--- src/rtl/irq_pkg.sv ---
package irq_pkg;

    localparam int unsigned DEF_EVT_W    = 16;
    localparam int unsigned DEF_NUM_REG  = 2;
    localparam int unsigned DEF_CLK_NS   = 20;
    localparam int unsigned DEF_PULSE_NS = 500;

    typedef enum logic {
        OUT_PULSE = 1'b0,
        OUT_LEVEL = 1'b1
    } irq_mode_e;

    // Per-register summary handed from a status bank to the combiner.
    typedef struct packed {
        logic any_hit;   // a qualified event arrives this cycle
        logic read_clr;  // an auto-clear read happens this cycle
        logic empty_nxt; // register holds no bit after this edge
    } bank_sum_t;

    function automatic int unsigned ceil_div(input int unsigned num,
                                             input int unsigned den);
        return (num + den - 1) / den;
    endfunction

endpackage

--- src/rtl/irq_status_bank.sv ---
module irq_status_bank
    import irq_pkg::*;
#(
    parameter int unsigned EVT_W = DEF_EVT_W
) (
    input  logic             clk,
    input  logic             rst,
    input  logic [EVT_W-1:0] evt,
    input  logic [EVT_W-1:0] mask,
    input  logic             rd_stb,
    input  logic             autoclr,
    output logic [EVT_W-1:0] stat_q,
    output bank_sum_t        sum
);

    logic [EVT_W-1:0] hit;
    logic [EVT_W-1:0] stat_d;
    logic             clr_now;

    always_comb begin
        hit     = evt & mask;
        clr_now = rd_stb & autoclr;
        // New events are merged after the clear so they survive a read.
        stat_d  = (clr_now ? '0 : stat_q) | hit;
        sum.any_hit   = |hit;
        sum.read_clr  = clr_now;
        sum.empty_nxt = (stat_d == '0);
    end

    always_ff @(posedge clk) begin
        if (rst) stat_q <= '0;
        else     stat_q <= stat_d;
    end

endmodule

--- src/rtl/irq_pulse_timer.sv ---
module irq_pulse_timer #(
    parameter int unsigned PULSE_CYC = 25,
    localparam int unsigned CNT_W    = $clog2(PULSE_CYC + 1)
) (
    input  logic clk,
    input  logic rst,
    input  logic enable,
    input  logic trig,
    output logic busy
);

    localparam logic [CNT_W-1:0] LOAD = CNT_W'(PULSE_CYC);

    logic [CNT_W-1:0] remain;

    always_ff @(posedge clk) begin
        if (rst || !enable)    remain <= '0;
        else if (remain != '0) remain <= remain - 1'b1; // triggers ignored
        else if (trig)         remain <= LOAD;
    end

    assign busy = (remain != '0);

endmodule

--- src/rtl/irq_level_latch.sv ---
module irq_level_latch (
    input  logic clk,
    input  logic rst,
    input  logic enable,
    input  logic set,
    input  logic sw_clr,
    input  logic auto_clr,
    output logic active
);

    always_ff @(posedge clk) begin
        if (rst || !enable)         active <= 1'b0;
        else if (set)               active <= 1'b1;
        else if (sw_clr || auto_clr) active <= 1'b0;
    end

endmodule

--- src/rtl/irq_out_ctrl.sv ---
module irq_out_ctrl
    import irq_pkg::*;
#(
    parameter int unsigned EVT_W    = DEF_EVT_W,
    parameter int unsigned NUM_REG  = DEF_NUM_REG,
    parameter int unsigned CLK_NS   = DEF_CLK_NS,
    parameter int unsigned PULSE_NS = DEF_PULSE_NS
) (
    input  logic                     clk,
    input  logic                     rst,
    input  logic                     cfg_level,
    input  logic                     cfg_autoclr,
    input  logic                     irq_rst_stb,
    input  logic [NUM_REG*EVT_W-1:0] evt,
    input  logic [NUM_REG*EVT_W-1:0] mask,
    input  logic [NUM_REG-1:0]       rd_stb,
    output logic [NUM_REG*EVT_W-1:0] stat,
    output logic                     irq_n
);

    localparam int unsigned PULSE_CYC = ceil_div(PULSE_NS, CLK_NS);

    bank_sum_t sums [NUM_REG];
    logic      any_hit, any_read, all_empty;
    logic      lvl_active, pls_busy;
    irq_mode_e mode;

    assign mode = irq_mode_e'(cfg_level);

    for (genvar g = 0; g < NUM_REG; g++) begin : g_bank
        irq_status_bank #(.EVT_W(EVT_W)) u_bank (
            .clk     (clk),
            .rst     (rst),
            .evt     (evt[g*EVT_W +: EVT_W]),
            .mask    (mask[g*EVT_W +: EVT_W]),
            .rd_stb  (rd_stb[g]),
            .autoclr (cfg_autoclr),
            .stat_q  (stat[g*EVT_W +: EVT_W]),
            .sum     (sums[g])
        );
    end

    always_comb begin
        any_hit   = 1'b0;
        any_read  = 1'b0;
        all_empty = 1'b1;
        for (int i = 0; i < NUM_REG; i++) begin
            any_hit   = any_hit   | sums[i].any_hit;
            any_read  = any_read  | sums[i].read_clr;
            all_empty = all_empty & sums[i].empty_nxt;
        end
    end

    irq_level_latch u_level (
        .clk      (clk),
        .rst      (rst),
        .enable   (mode == OUT_LEVEL),
        .set      (any_hit),
        .sw_clr   (irq_rst_stb),
        .auto_clr (any_read & all_empty),
        .active   (lvl_active)
    );

    irq_pulse_timer #(.PULSE_CYC(PULSE_CYC)) u_pulse (
        .clk    (clk),
        .rst    (rst),
        .enable (mode == OUT_PULSE),
        .trig   (any_hit),
        .busy   (pls_busy)
    );

    assign irq_n = ~(lvl_active | pls_busy);

endmodule

--- config.mk ---
export PLATFORM = sky130hd
export DESIGN_NAME = irq_out_ctrl
export DESIGN_NICKNAME = d
export VERILOG_FILES = /design/src/rtl/irq_pkg.sv /design/src/rtl/irq_status_bank.sv /design/src/rtl/irq_pulse_timer.sv /design/src/rtl/irq_level_latch.sv /design/src/rtl/irq_out_ctrl.sv
export SDC_FILE = /design/constraint.sdc
export NUM_CORES = 1
export LEC_CHECK = 0
export BUFFER_PORTS_ARGS = -buffer_cell sky130_fd_sc_hd__buf_4
export CAP_MARGIN = 0
export CELL_PAD_IN_SITES_DETAIL_PLACEMENT = 1
export CELL_PAD_IN_SITES_GLOBAL_PLACEMENT = 1
export CORE_UTILIZATION = 31
export CTS_BUF_LIST = sky130_fd_sc_hd__clkbuf_8
export DETAILED_ROUTE_END_ITERATION = 7
export HOLD_SLACK_MARGIN = 0.03
export PLACE_DENSITY = 0.9
export RECOVER_POWER = 50
export SYNTH_ARGS = -nofsm -noshare
export SYNTH_HDL_FRONTEND = slang
export SYNTH_SLANG_ARGS = --single-unit
--- constraint.sdc ---
create_clock -name clk -period 3.6 [get_ports clk]
set_input_delay 0.54 -clock clk [delete_from_list [all_inputs] [get_ports clk]]
set_output_delay 0.54 -clock clk [all_outputs]
set_load 0.005 [all_outputs]
Word-level counts from Yosys, hierarchy flattened. Index checks and enable logic that the tools add are counted. Widths: inputs -> output; s select.

Register bits after elaboration: 38. Bits of input ports: 71. Word-level logic and storage cells: 34.

Add/subtract/negate cells: 1. Multiplexer cells: 6. Bitwise gates (word level): 12. Reductions and logical operators: 11.

Operators with widths (count): $and 16x16->16 (2); $logic_not 16->1 (2); $mux 16 (2); $or 16x16->16 (2); $reduce_or 16->1 (2); $mux 5 (2); $reduce_bool 5->1 (1); $sub 5x1->5 const B (1); $and 1x1->1 (4); $reduce_bool 2->1 (2); $logic_or 1x1->1 (3); $or 1x1->1 (3); $mux 1 (2); $logic_not 1->1 (1); $not 1->1 (1).

Longest topological paths before layout. Gate-level depths: netlist of run 1.

Depth after elaboration: 9. Depth in mapped cells: 6. Depth with buffers taken out: 6.

By module. From an unflattened synthesis of run 1, not the netlist that was laid out.

Cell total of the unflattened synthesis: 187. Area total of the unflattened synthesis: 1645.3 um^2.

By module, submodules not included: irq_status_bank (instances 2, cells each 76, area an instance 664.4 um^2); irq_pulse_timer (instances 1, cells each 27, area an instance 246.5 um^2); irq_level_latch (instances 1, cells each 4, area an instance 46.3 um^2); irq_out_ctrl (instances 1, cells each 4, area an instance 23.8 um^2).

Worst setup path after synthesis of run 1. Ideal clock, no wire load.

Kind: reg2reg. From: register g_bank[0].u_bank.stat_q[11]. To: register u_level.active. Data arrival time: 1.397 ns. Data required time: 3.476 ns. Path slack: 2.078 ns. Stages on the path, launching flop included: 6. Period minus slack after synthesis: 1.522 ns. Path through: dfxtp_1 > or4_4 > nor4_2 > o221ai_1 > o311ai_1 > a21oi_1.

Cells in the longest elaborated chain, start to end: 7.

Ends and longest elaborated chain: start, declared (line irq_status_bank.sv:12) `output logic [EVT_W-1:0] stat_q,`; start signal, assigned (line irq_status_bank.sv:32) `else stat_q <= stat_d;`; $mux 16 (line irq_status_bank.sv:24) `stat_d = (clr_now ? '0 : stat_q) | hit;`; $or 16x16->16 (line irq_status_bank.sv:24); $logic_not 16->1 (line irq_status_bank.sv:27) `sum.empty_nxt = (stat_d == '0);`; $and 1x1->1 (line irq_out_ctrl.sv:50) `all_empty = all_empty & sums[i].empty_nxt;`; $and 1x1->1 (line irq_out_ctrl.sv:60) `.auto_clr (any_read & all_empty),`; $logic_or 1x1->1 (line irq_level_latch.sv:14) `else if (sw_clr || auto_clr) active <= 1'b0;`; $reduce_bool 2->1 (no source line); end signal, assigned (line irq_level_latch.sv:12) `if (rst || !enable) active <= 1'b0;`; end signal, assigned (line irq_level_latch.sv:13) `else if (set) active <= 1'b1;`; end signal, assigned (line irq_level_latch.sv:14); end, declared (line irq_level_latch.sv:8) `output logic active`.

Every way passes these cells. A chain may end at the register's enable or synchronous reset.

Worst setup path after layout of run 1.
From: register u_pulse.remain[1]. To: output irq_n.

Cells in the longest elaborated chain, start to end: 3.

Ends and longest elaborated chain: start, declared (line irq_pulse_timer.sv:14) `logic [CNT_W-1:0] remain;`; start signal, assigned (line irq_pulse_timer.sv:18) `else if (remain != '0) remain <= remain - 1'b1;`; $reduce_bool 5->1 (line irq_pulse_timer.sv:22) `assign busy = (remain != '0);`; $or 1x1->1 (line irq_out_ctrl.sv:72) `assign irq_n = ~(lvl_active | pls_busy);`; $not 1->1 (line irq_out_ctrl.sv:72); end, declared (line irq_out_ctrl.sv:18) `output logic irq_n`.

Every way passes these cells.

==> results of run 1 <==
==> flip-flops by register name, summed over array words and instances (netlist names) <==
| register | count |
|---|---|
| u_level.active | 1 |
| g_bank.u_bank.stat_q | 32 |
| u_pulse.remain | 5 |
==> area by class of cell <==
cell class / instances / area (sq um) / area share
Clock buffer: 5 / 68.8 / 0.0281
Multi-Input combinational cell: 148 / 754 / 0.309
Clock inverter: 2 / 7.51 / 0.00307
Timing Repair Buffer: 103 / 758 / 0.310
Tap cell: 67 / 83.8 / 0.0343
Sequential cell: 38 / 761 / 0.311
Inverter: 3 / 11.3 / 0.00461
==> layer usage <==
layer	GRT usage	up-vias	routed length, um
li1	-	888	-
met1	0.238	826	2260
met2	0.361	75	2530
met3	0.0401	11	323
met4	0.0871	0	112
met5	0	-	0
==> worst paths after layout <==
check / to / slack [ns] / depth (start not counted)
setup reg to reg: u_level.active / 1.84 / 5
setup / recovery: irq_n / 1.68 / 5
hold / removal: u_pulse.remain[4] / 0.47 / 2
hold reg to reg: u_pulse.remain[4] / 0.47 / 2
==> per-stage QoR <==
stage / hold slack (ns) / worst slack [ns] / cell area, sq um
2_1_floorplan: 0.443 / 2.08 / 1550
3_3_place_gp: 0.458 / 1.63 / 2380
4_1_cts: 0.469 / 1.68 / 2460
5_1_grt: 0.496 / 1.57 / 2440
3_5_place_dp: 0.461 / 1.57 / 2380
6_report: 0.469 / 1.68 / 2440
==> synth_stat cells (all sizes together) <==
cell type	instances
nand2	61
dfxtp	38
a21oi	29
nor2	14
nand4	10
clkbuf	6
a21boi	4
nor4	4
a22oi	3
inv	3
or4	3
a21o	2
nand2b	2
o21ai	2
a211oi	1
a31oi	1
and2	1
and4b	1
ha	1
mux2	1
nand3	1
nand3b	1
nor3	1
o221ai	1
o22a	1
o311ai	1
or2	1
xor2	1
==> kinds of logic (layout without fill, tap and decap cells) <==
| group | count (synthesis) | count (layout) | share of synthesized area |
|---|---|---|---|
| AOI/OAI and AO/OA | 45 | 45 | 0.172 |
| xor gates and xnor gates | 1 | 1 | 0.00566 |
| adders and majority gates | 1 | 1 | 0.00808 |
| buffers and inverters | 9 | 113 | 0.0218 |
| DFF | 38 | 38 | 0.491 |
| muxes | 1 | 1 | 0.00727 |
| and+or+nand+nor | 100 | 100 | 0.294 |
==> worst reg2reg max path, cell delays in order (launching register included) <==
cell and delay (ns):
dfxtp_1 0.33, or4_4 0.54, nor4_2 0.23, o221ai_1 0.19
o311ai_1 0.26, a21oi_1 0.10
==> where the power goes <==
part	total, mW	internal, mW	leakage [nW]	switching (mW)
logic	0.203	0.114	0.793	0.0888
clock network	0.268	0.128	0.0466	0.140
registers	0.471	0.448	0.314	0.0227
total	0.942	0.690	1.15	0.252
==> metrics.txt, run 1 <==
number of fill cells 602; status completed; Die Wd 72.7 um; maxcap violations 0; total global routing overflow 0; # port buffers 103; final cycle utilization of the critical path 0.533; syn avg cell area 7.94 sq um; max incr delay on CP 0.40 ns; #FFs+latches synth 38; Hold Fails Final Rpt 0; clock slew at reported path FFs 0.07 ns; HPWL after DPL 4.23 mm; min-delay src u_pulse.remain[4]; first-pass GRT wire length 8.12 mm; total number of vias 1800; unrepaired setup endpoints after global routing false; GRT Util Overall 0.204; Synth Instances 195; delay-heaviest family, CP flip-flops; GP Congestion 0.755; post-route non-filler standard cell count 366; die area 0.00528 sq mm; Ant. Diodes 0; clk_skew 0.00153 ns; total setup buffers inserted after CTS 0; IO Count 104; CP Capture Type output pin; Max Freq 521 MHz; std cell rows 25; WP data arrival 1.38 ns; antenna violations before repair 0; Final Routed Wirelength 5.23 mm; total CTS buffers 5; layout cell share with drive strength beyond 1 0.368; setup_tns 0 ns; worst path buffer plus inverter count 2; hold buffer count at CTS 0; commonest cells after routing, fill and taps aside buf_4, nand2_1, dfxtp_1; setup violators final 0; leakage power 1.15 nW; most common cell after layout, fill and taps aside buf_4; worst slew pin tran 0.572 ns; Pwr Total 942 uW; Routed WL per cell 14.3 um; TritonCTS clock tree done; CP Launch Type flip-flop; final core occ 0.514; DR pass1 iterations 4; post-synthesis sequential area ratio 0.491; crit path time final 1.92 ns; critical path required time 3.06 ns; Rel. slew slack 0.617; largest net degree at the start of global routing 35; post-synth top area share 0.491; core region area 0.00475 sq mm; die height 72.7 um; Critical-path top delay cell dfxtp_1; power density cells 385 mW/mm^2; clock buffer depth 2; maximum vdd drop 0.141 mV; post-synth cell types 31; area delta synth->final 57.8%; Residual DRC 0; worst path cell trace inv_1 > ha_1 > nand3b_1 > nor2_1 > buf_4; nets 371; worst r2r src g_bank[0].u_bank.stat_q[11]; yosys warns 0; vias in the first global route 1773; Initial Utilization 0.326; Root Buffer clkbuf_8; Clk Latency, worst-skew pair 0.29 ns; Sink Count 38; Inst Count DP 359; critical path launch point u_pulse.remain[1]; Synth area leaders dfxtp_1, nand2_1, a21oi_1; crit path max fanout 5; Worst Setup Path Type flip-flop to output pin; Max Slew Vio Count 0; cell taking the most area after synthesis dfxtp_1; Antenna Violating Nets Remaining 0; syn_nets 267; initial DRC count 103; post-CTS resize count 0; Via density 4.92; CTS H-tree depth 2; Mapped Area 0.00155 sq mm; min-delay worst type flip-flop to flip-flop
No activity file was read; power rests on OpenSTA's default activity.
==> run 2, diff against run 1 <==
ABC_AREA = 1   (was not set)
CORE_UTILIZATION = 26   (was 31)
PLACE_DENSITY = 0.8   (was 0.9)
clock period = 1.7 ns   (was 3.6 ns; I/O delays follow)
==> metrics.txt, run 2 <==
status finished with violations; failing checks design-rule violations; power density cells 789 mW/mm^2; worst slew pin tran 0.517 ns; commonest cells after routing, fill and taps aside buf_4, nand2_1, nor2_1; Clk Latency, worst-skew pair 0.29 ns; max FFs per register 32; post-synth top area share 0.429; top_reg_cell synth dfxtp_1; Largest regs g_bank.u_bank.stat_q: 32 flops, u_pulse.remain: 5 flops, u_level.active: 1 flops; HPWL after DPL 4.92 mm; Root Buffer clkbuf_8; clk_skew 0.00845 ns; Residual DRC 8; initial DRC count 69; Pwr Total 2.12 mW; top-count cell post-synth nand2_1; total global routing overflow 0; final cycle utilization of the critical path 0.894; Synth area leaders dfxtp_1, nand2_1, nor2_1; die area 0.00715 sq mm; Antenna Violating Nets Remaining 0; post-synthesis sequential area ratio 0.429; die height 84.6 um; Hold Fails Final Rpt 0; WP data arrival 1.27 ns; Max Freq 658 MHz; total setup buffers inserted after CTS 0; critical path required time 1.44 ns; Max Slew Vio Count 0; max incr delay on CP 0.30 ns; Initial Utilization 0.274; Sink Count 38; maximum vdd drop 0.292 mV; crit path time final 1.52 ns; # port buffers 103; DR pass1 iterations 6; area delta synth->final 51.5%; largest net degree at the start of global routing 35; crit path max fanout 4; Worst Setup Path Type flip-flop to output pin; setup violators final 0; unrepaired setup endpoints after global routing false; clock buffer depth 2; setup_tns 0 ns; syn avg cell area 6.49 sq um; critical path endpoint irq_n; yosys warns 0; syn_nets 345; worst path cell trace inv_1 > ha_1 > nand3_1 > nor2_1 > buf_4; first-pass GRT wire length 9.72 mm; Mapped Area 0.00177 sq mm; antenna violations before repair 0; min-delay worst type primary input to flip-flop; Async SR Flop Fraction 0; post-synth cell types 20; total CTS buffers 5; leakage power 1.44 nW; Final Routed Wirelength 6.05 mm; core region area 0.00646 sq mm; Rel. slew slack 0.655; Post-synth EDFFs 0; clock slew at reported path FFs 0.08 ns; Ant. Diodes 0; TritonCTS clock tree done; layout cell share with drive strength beyond 1 0.303; worst r2r src u_pulse.remain[0]; Synth Instances 273; maxcap violations 0; GRT Util Overall 0.173; total number of vias 2045; GP Congestion 0.783; post-CTS resize count 0; Biggest register g_bank.u_bank.stat_q; CTS H-tree depth 2; hold buffer count at CTS 0; worst path buffer plus inverter count 2; delay-heaviest family, CP flip-flops; CP Capture Type output pin; R2R Setup Slk 0.35 ns; Critical-path top delay cell dfxtp_1; final core occ 0.416; CP Launch Type flip-flop; Critical Path Stages 5; vias in the first global route 2072; nets 450; Routed WL per cell 13.3 um; #FFs+latches synth 38; cell taking the most area after synthesis dfxtp_1; RR Endpoint u_pulse.remain[1]; FF-to-FF path depth 6; most common cell after layout, fill and taps aside buf_4; top cells by instance count after synthesis nand2_1, nor2_1, dfxtp_1; Via density 4.48; IO Count 104; critical path launch point u_pulse.remain[0]; std cell rows 29; Die Wd 84.6 um
==> run 2: metrics by stage <==
| stage | worst slack [ns] | area [sq um] | instances | hold WS, ns |
|---|---|---|---|---|
| floorplan | 0.481 | 1770 | 273 | 0.378 |
| global placement | 0.175 | 2610 | 448 | 0.473 |
| detailed placement | 0.0925 | 2610 | 448 | 0.482 |
| CTS | 0.154 | 2700 | 456 | 0.211 |
| global route | 0.0120 | 2680 | 456 | 0.208 |
| finish | 0.180 | 2680 | 456 | 0.220 |
==> run 2: where the power goes <==
part           switching [mW]  internal (mW)
sequential             0.0344          0.949
clock                   0.329          0.322
combinational           0.235          0.249
total                   0.598           1.52
==> run 2: worst min path at each step <==
stage / startpoint / end / slack, ns / depth (start not counted)
2_1_floorplan: cfg_level / u_level.active / 0.38 / 2
3_3_place_gp: g_bank[1].u_bank.stat_q[3] / g_bank[1].u_bank.stat_q[3] / 0.47 / 2
3_5_place_dp: g_bank[0].u_bank.stat_q[11] / g_bank[0].u_bank.stat_q[11] / 0.48 / 2
4_1_cts: cfg_level / u_level.active / 0.21 / 3
5_1_grt: cfg_level / u_level.active / 0.21 / 3
6_report: cfg_level / u_level.active / 0.22 / 3
==> run 2: metal layers <==
layer / global-route usage / share of wire
met5: 0 / 0
met4: 0.0416 / 0.011
met3: 0.0423 / 0.059
met2: 0.316 / 0.50
met1: 0.203 / 0.43
==> run 2: layout make-up <==
| cell class | count | area (sq um) |
|---|---|---|
| Tap cell | 77 | 96.3 |
| Inverter | 39 | 146 |
| Clock buffer | 6 | 82.6 |
| Sequential cell | 38 | 761 |
| Timing Repair Buffer | 104 | 769 |
| Fill cell | 866 | 3770 |
| Multi-Input combinational cell | 190 | 820 |
| Clock inverter | 2 | 8.76 |
==> run 2: kinds of logic after synthesis <==
group / after synthesis / synth area share
xor gates and xnor gates: 2 / 0.00989
and+or+nand+nor: 156 / 0.360
AOI/OAI and AO/OA: 31 / 0.0897
buffers and inverters: 45 / 0.104
DFF: 38 / 0.429
adders and majority gates: 1 / 0.00706
==> run 2: worst register-to-register path: stages (launching register included) <==
cell	delay (ns)
dfxtp_1	0.31
inv_1	0.07
ha_1	0.25
nand3_1	0.11
inv_1	0.12
or2_2	0.29
a21oi_1	0.13
==> run 3, diff against run 2 <==
ABC_AREA = not set   (was 1)
PLACE_DENSITY = 0.81   (was 0.8)
==> metrics.txt, run 3 (synthesized netlist as in run 1, its figures left out) <==
status completed; core region area 0.00561 sq mm; CTS H-tree depth 2; leakage power 1.20 nW; Hold Fails Final Rpt 0; GRT Util Overall 0.189; Max Slew Vio Count 0; final core occ 0.453; Sink Count 38; hold path cells 3; clk_skew 0.00561 ns; Hold EP u_level.active; delay-heaviest family, CP simple AND/OR/NAND/NOR gates; Ant. Diodes 0; IO Count 104; die height 79.2 um; worst path buffer plus inverter count 0; HPWL after DPL 4.56 mm; Residual DRC 0; crit path time final 1.68 ns; Die Wd 79.2 um; most common cell after layout, fill and taps aside buf_4; RR Endpoint u_level.active; Via density 4.74; FF-to-FF path depth 5; GP Congestion 0.765; worst path cell trace or4_4 > nor4_4 > o221ai_1 > o311ai_1 > a21oi_1; Antenna Violating Nets Remaining 0; initial DRC count 44; Final Routed Wirelength 5.65 mm; critical path required time 1.88 ns; Rel. slew slack 0.570; Worst Setup Path Type flip-flop to flip-flop; number of fill cells 721; unrepaired setup endpoints after global routing true; R2R Setup Slk 0.02 ns; crit path max fanout 3; Max Freq 594 MHz; total CTS buffers 5; area occupied by multi-input gates 766 sq um; clock buffer depth 2; min-delay src cfg_level; # port buffers 103; worst slew pin tran 0.645 ns; clock slew at reported path FFs 0.08 ns; commonest cells after routing, fill and taps aside buf_4, nand2_1, dfxtp_1; hold buffer count at CTS 0; final cycle utilization of the critical path 0.990; WP data arrival 1.86 ns; setup_tns 0 ns; total global routing overflow 0; antenna violations before repair 0; Biggest register g_bank.u_bank.stat_q; Clk Latency, worst-skew pair 0.29 ns; vias in the first global route 1893; Initial Utilization 0.276; total number of vias 1786; area delta synth->final 64.1%; power density cells 868 mW/mm^2; CP Launch Type flip-flop; CP Capture Type flip-flop; maximum vdd drop 0.394 mV; TritonCTS clock tree done; min-delay worst type primary input to flip-flop; max incr delay on CP 0.55 ns; largest net degree at the start of global routing 35; nets 376; Routed WL per cell 15.0 um; Root Buffer clkbuf_8; layout cell share with drive strength beyond 1 0.400; maxcap violations 0; Critical-path top delay cell or4_4; first-pass GRT wire length 9.03 mm; die area 0.00627 sq mm; std cell rows 27; max FFs per register 32; worst r2r src g_bank[0].u_bank.stat_q[11]; DR pass1 iterations 4; Largest regs g_bank.u_bank.stat_q: 32 flops, u_pulse.remain: 5 flops, u_level.active: 1 flops; setup violators final 0; register area 762 sq um
## run 3: power breakdown
group	leakage (nW)	switching, mW	total, mW	internal (mW)
Sequential	0.314	0.0475	0.997	0.949
Clock	0.0579	0.321	0.752	0.432
Combinational	0.828	0.200	0.457	0.258
Total	1.20	0.568	2.21	1.64
## run 3: final cells by class
type	instances	share of cell area
Clock inverter	3	0.0158
Clock buffer	5	0.0271
Tap cell	72	0.0355
Sequential cell	38	0.300
Inverter	3	0.00443
Multi-Input combinational cell	148	0.301
Timing Repair Buffer	108	0.316
## run 3: metrics by stage
stage	power, mW	worst slack, ns	instances	hold slack [ns]	area [sq um]
floorplan	1.19	0.178	195	0.385	1550
global route	2.32	-0.0993	377	0.227	2540
CTS	2.22	0.00623	376	0.216	2540
finish	2.21	0.0174	377	0.223	2540
detailed placement	1.47	0.0222	368	0.463	2420
global placement	1.45	0.0886	368	0.456	2420
## run 3: worst max path at each step
stage,from,endpoint,cells past startpoint
2_1_floorplan,g_bank[0].u_bank.stat_q[11],u_level.active,5
3_3_place_gp,g_bank[0].u_bank.stat_q[11],u_level.active,5
3_5_place_dp,g_bank[0].u_bank.stat_q[11],u_level.active,5
4_1_cts,g_bank[0].u_bank.stat_q[11],u_level.active,5
5_1_grt,g_bank[0].u_bank.stat_q[11],u_level.active,5
6_report,g_bank[0].u_bank.stat_q[11],u_level.active,5
## run 3: tightest hold or removal path: stages
cell      delay [ns]
buf_4           0.12
nand2b_1        0.06
a21oi_1         0.04
## run 3: metal layers
| metal | vias up | global-route usage | part of all wire |
|---|---|---|---|
| li1 | 894 | - | - |
| met1 | 824 | 0.212 | 0.40 |
| met2 | 64 | 0.342 | 0.52 |
| met3 | 4 | 0.0586 | 0.069 |
| met4 | 0 | 0.0491 | 0.0081 |
| met5 | - | 0 | 0 |
## run 3: repair_timing
action,CTS,global route
pin swaps,0,1
hold endpoints to repair,0,0
endpoints found under the setup margin,1,2
buffers inserted,0,1
gates resized for setup,1,2
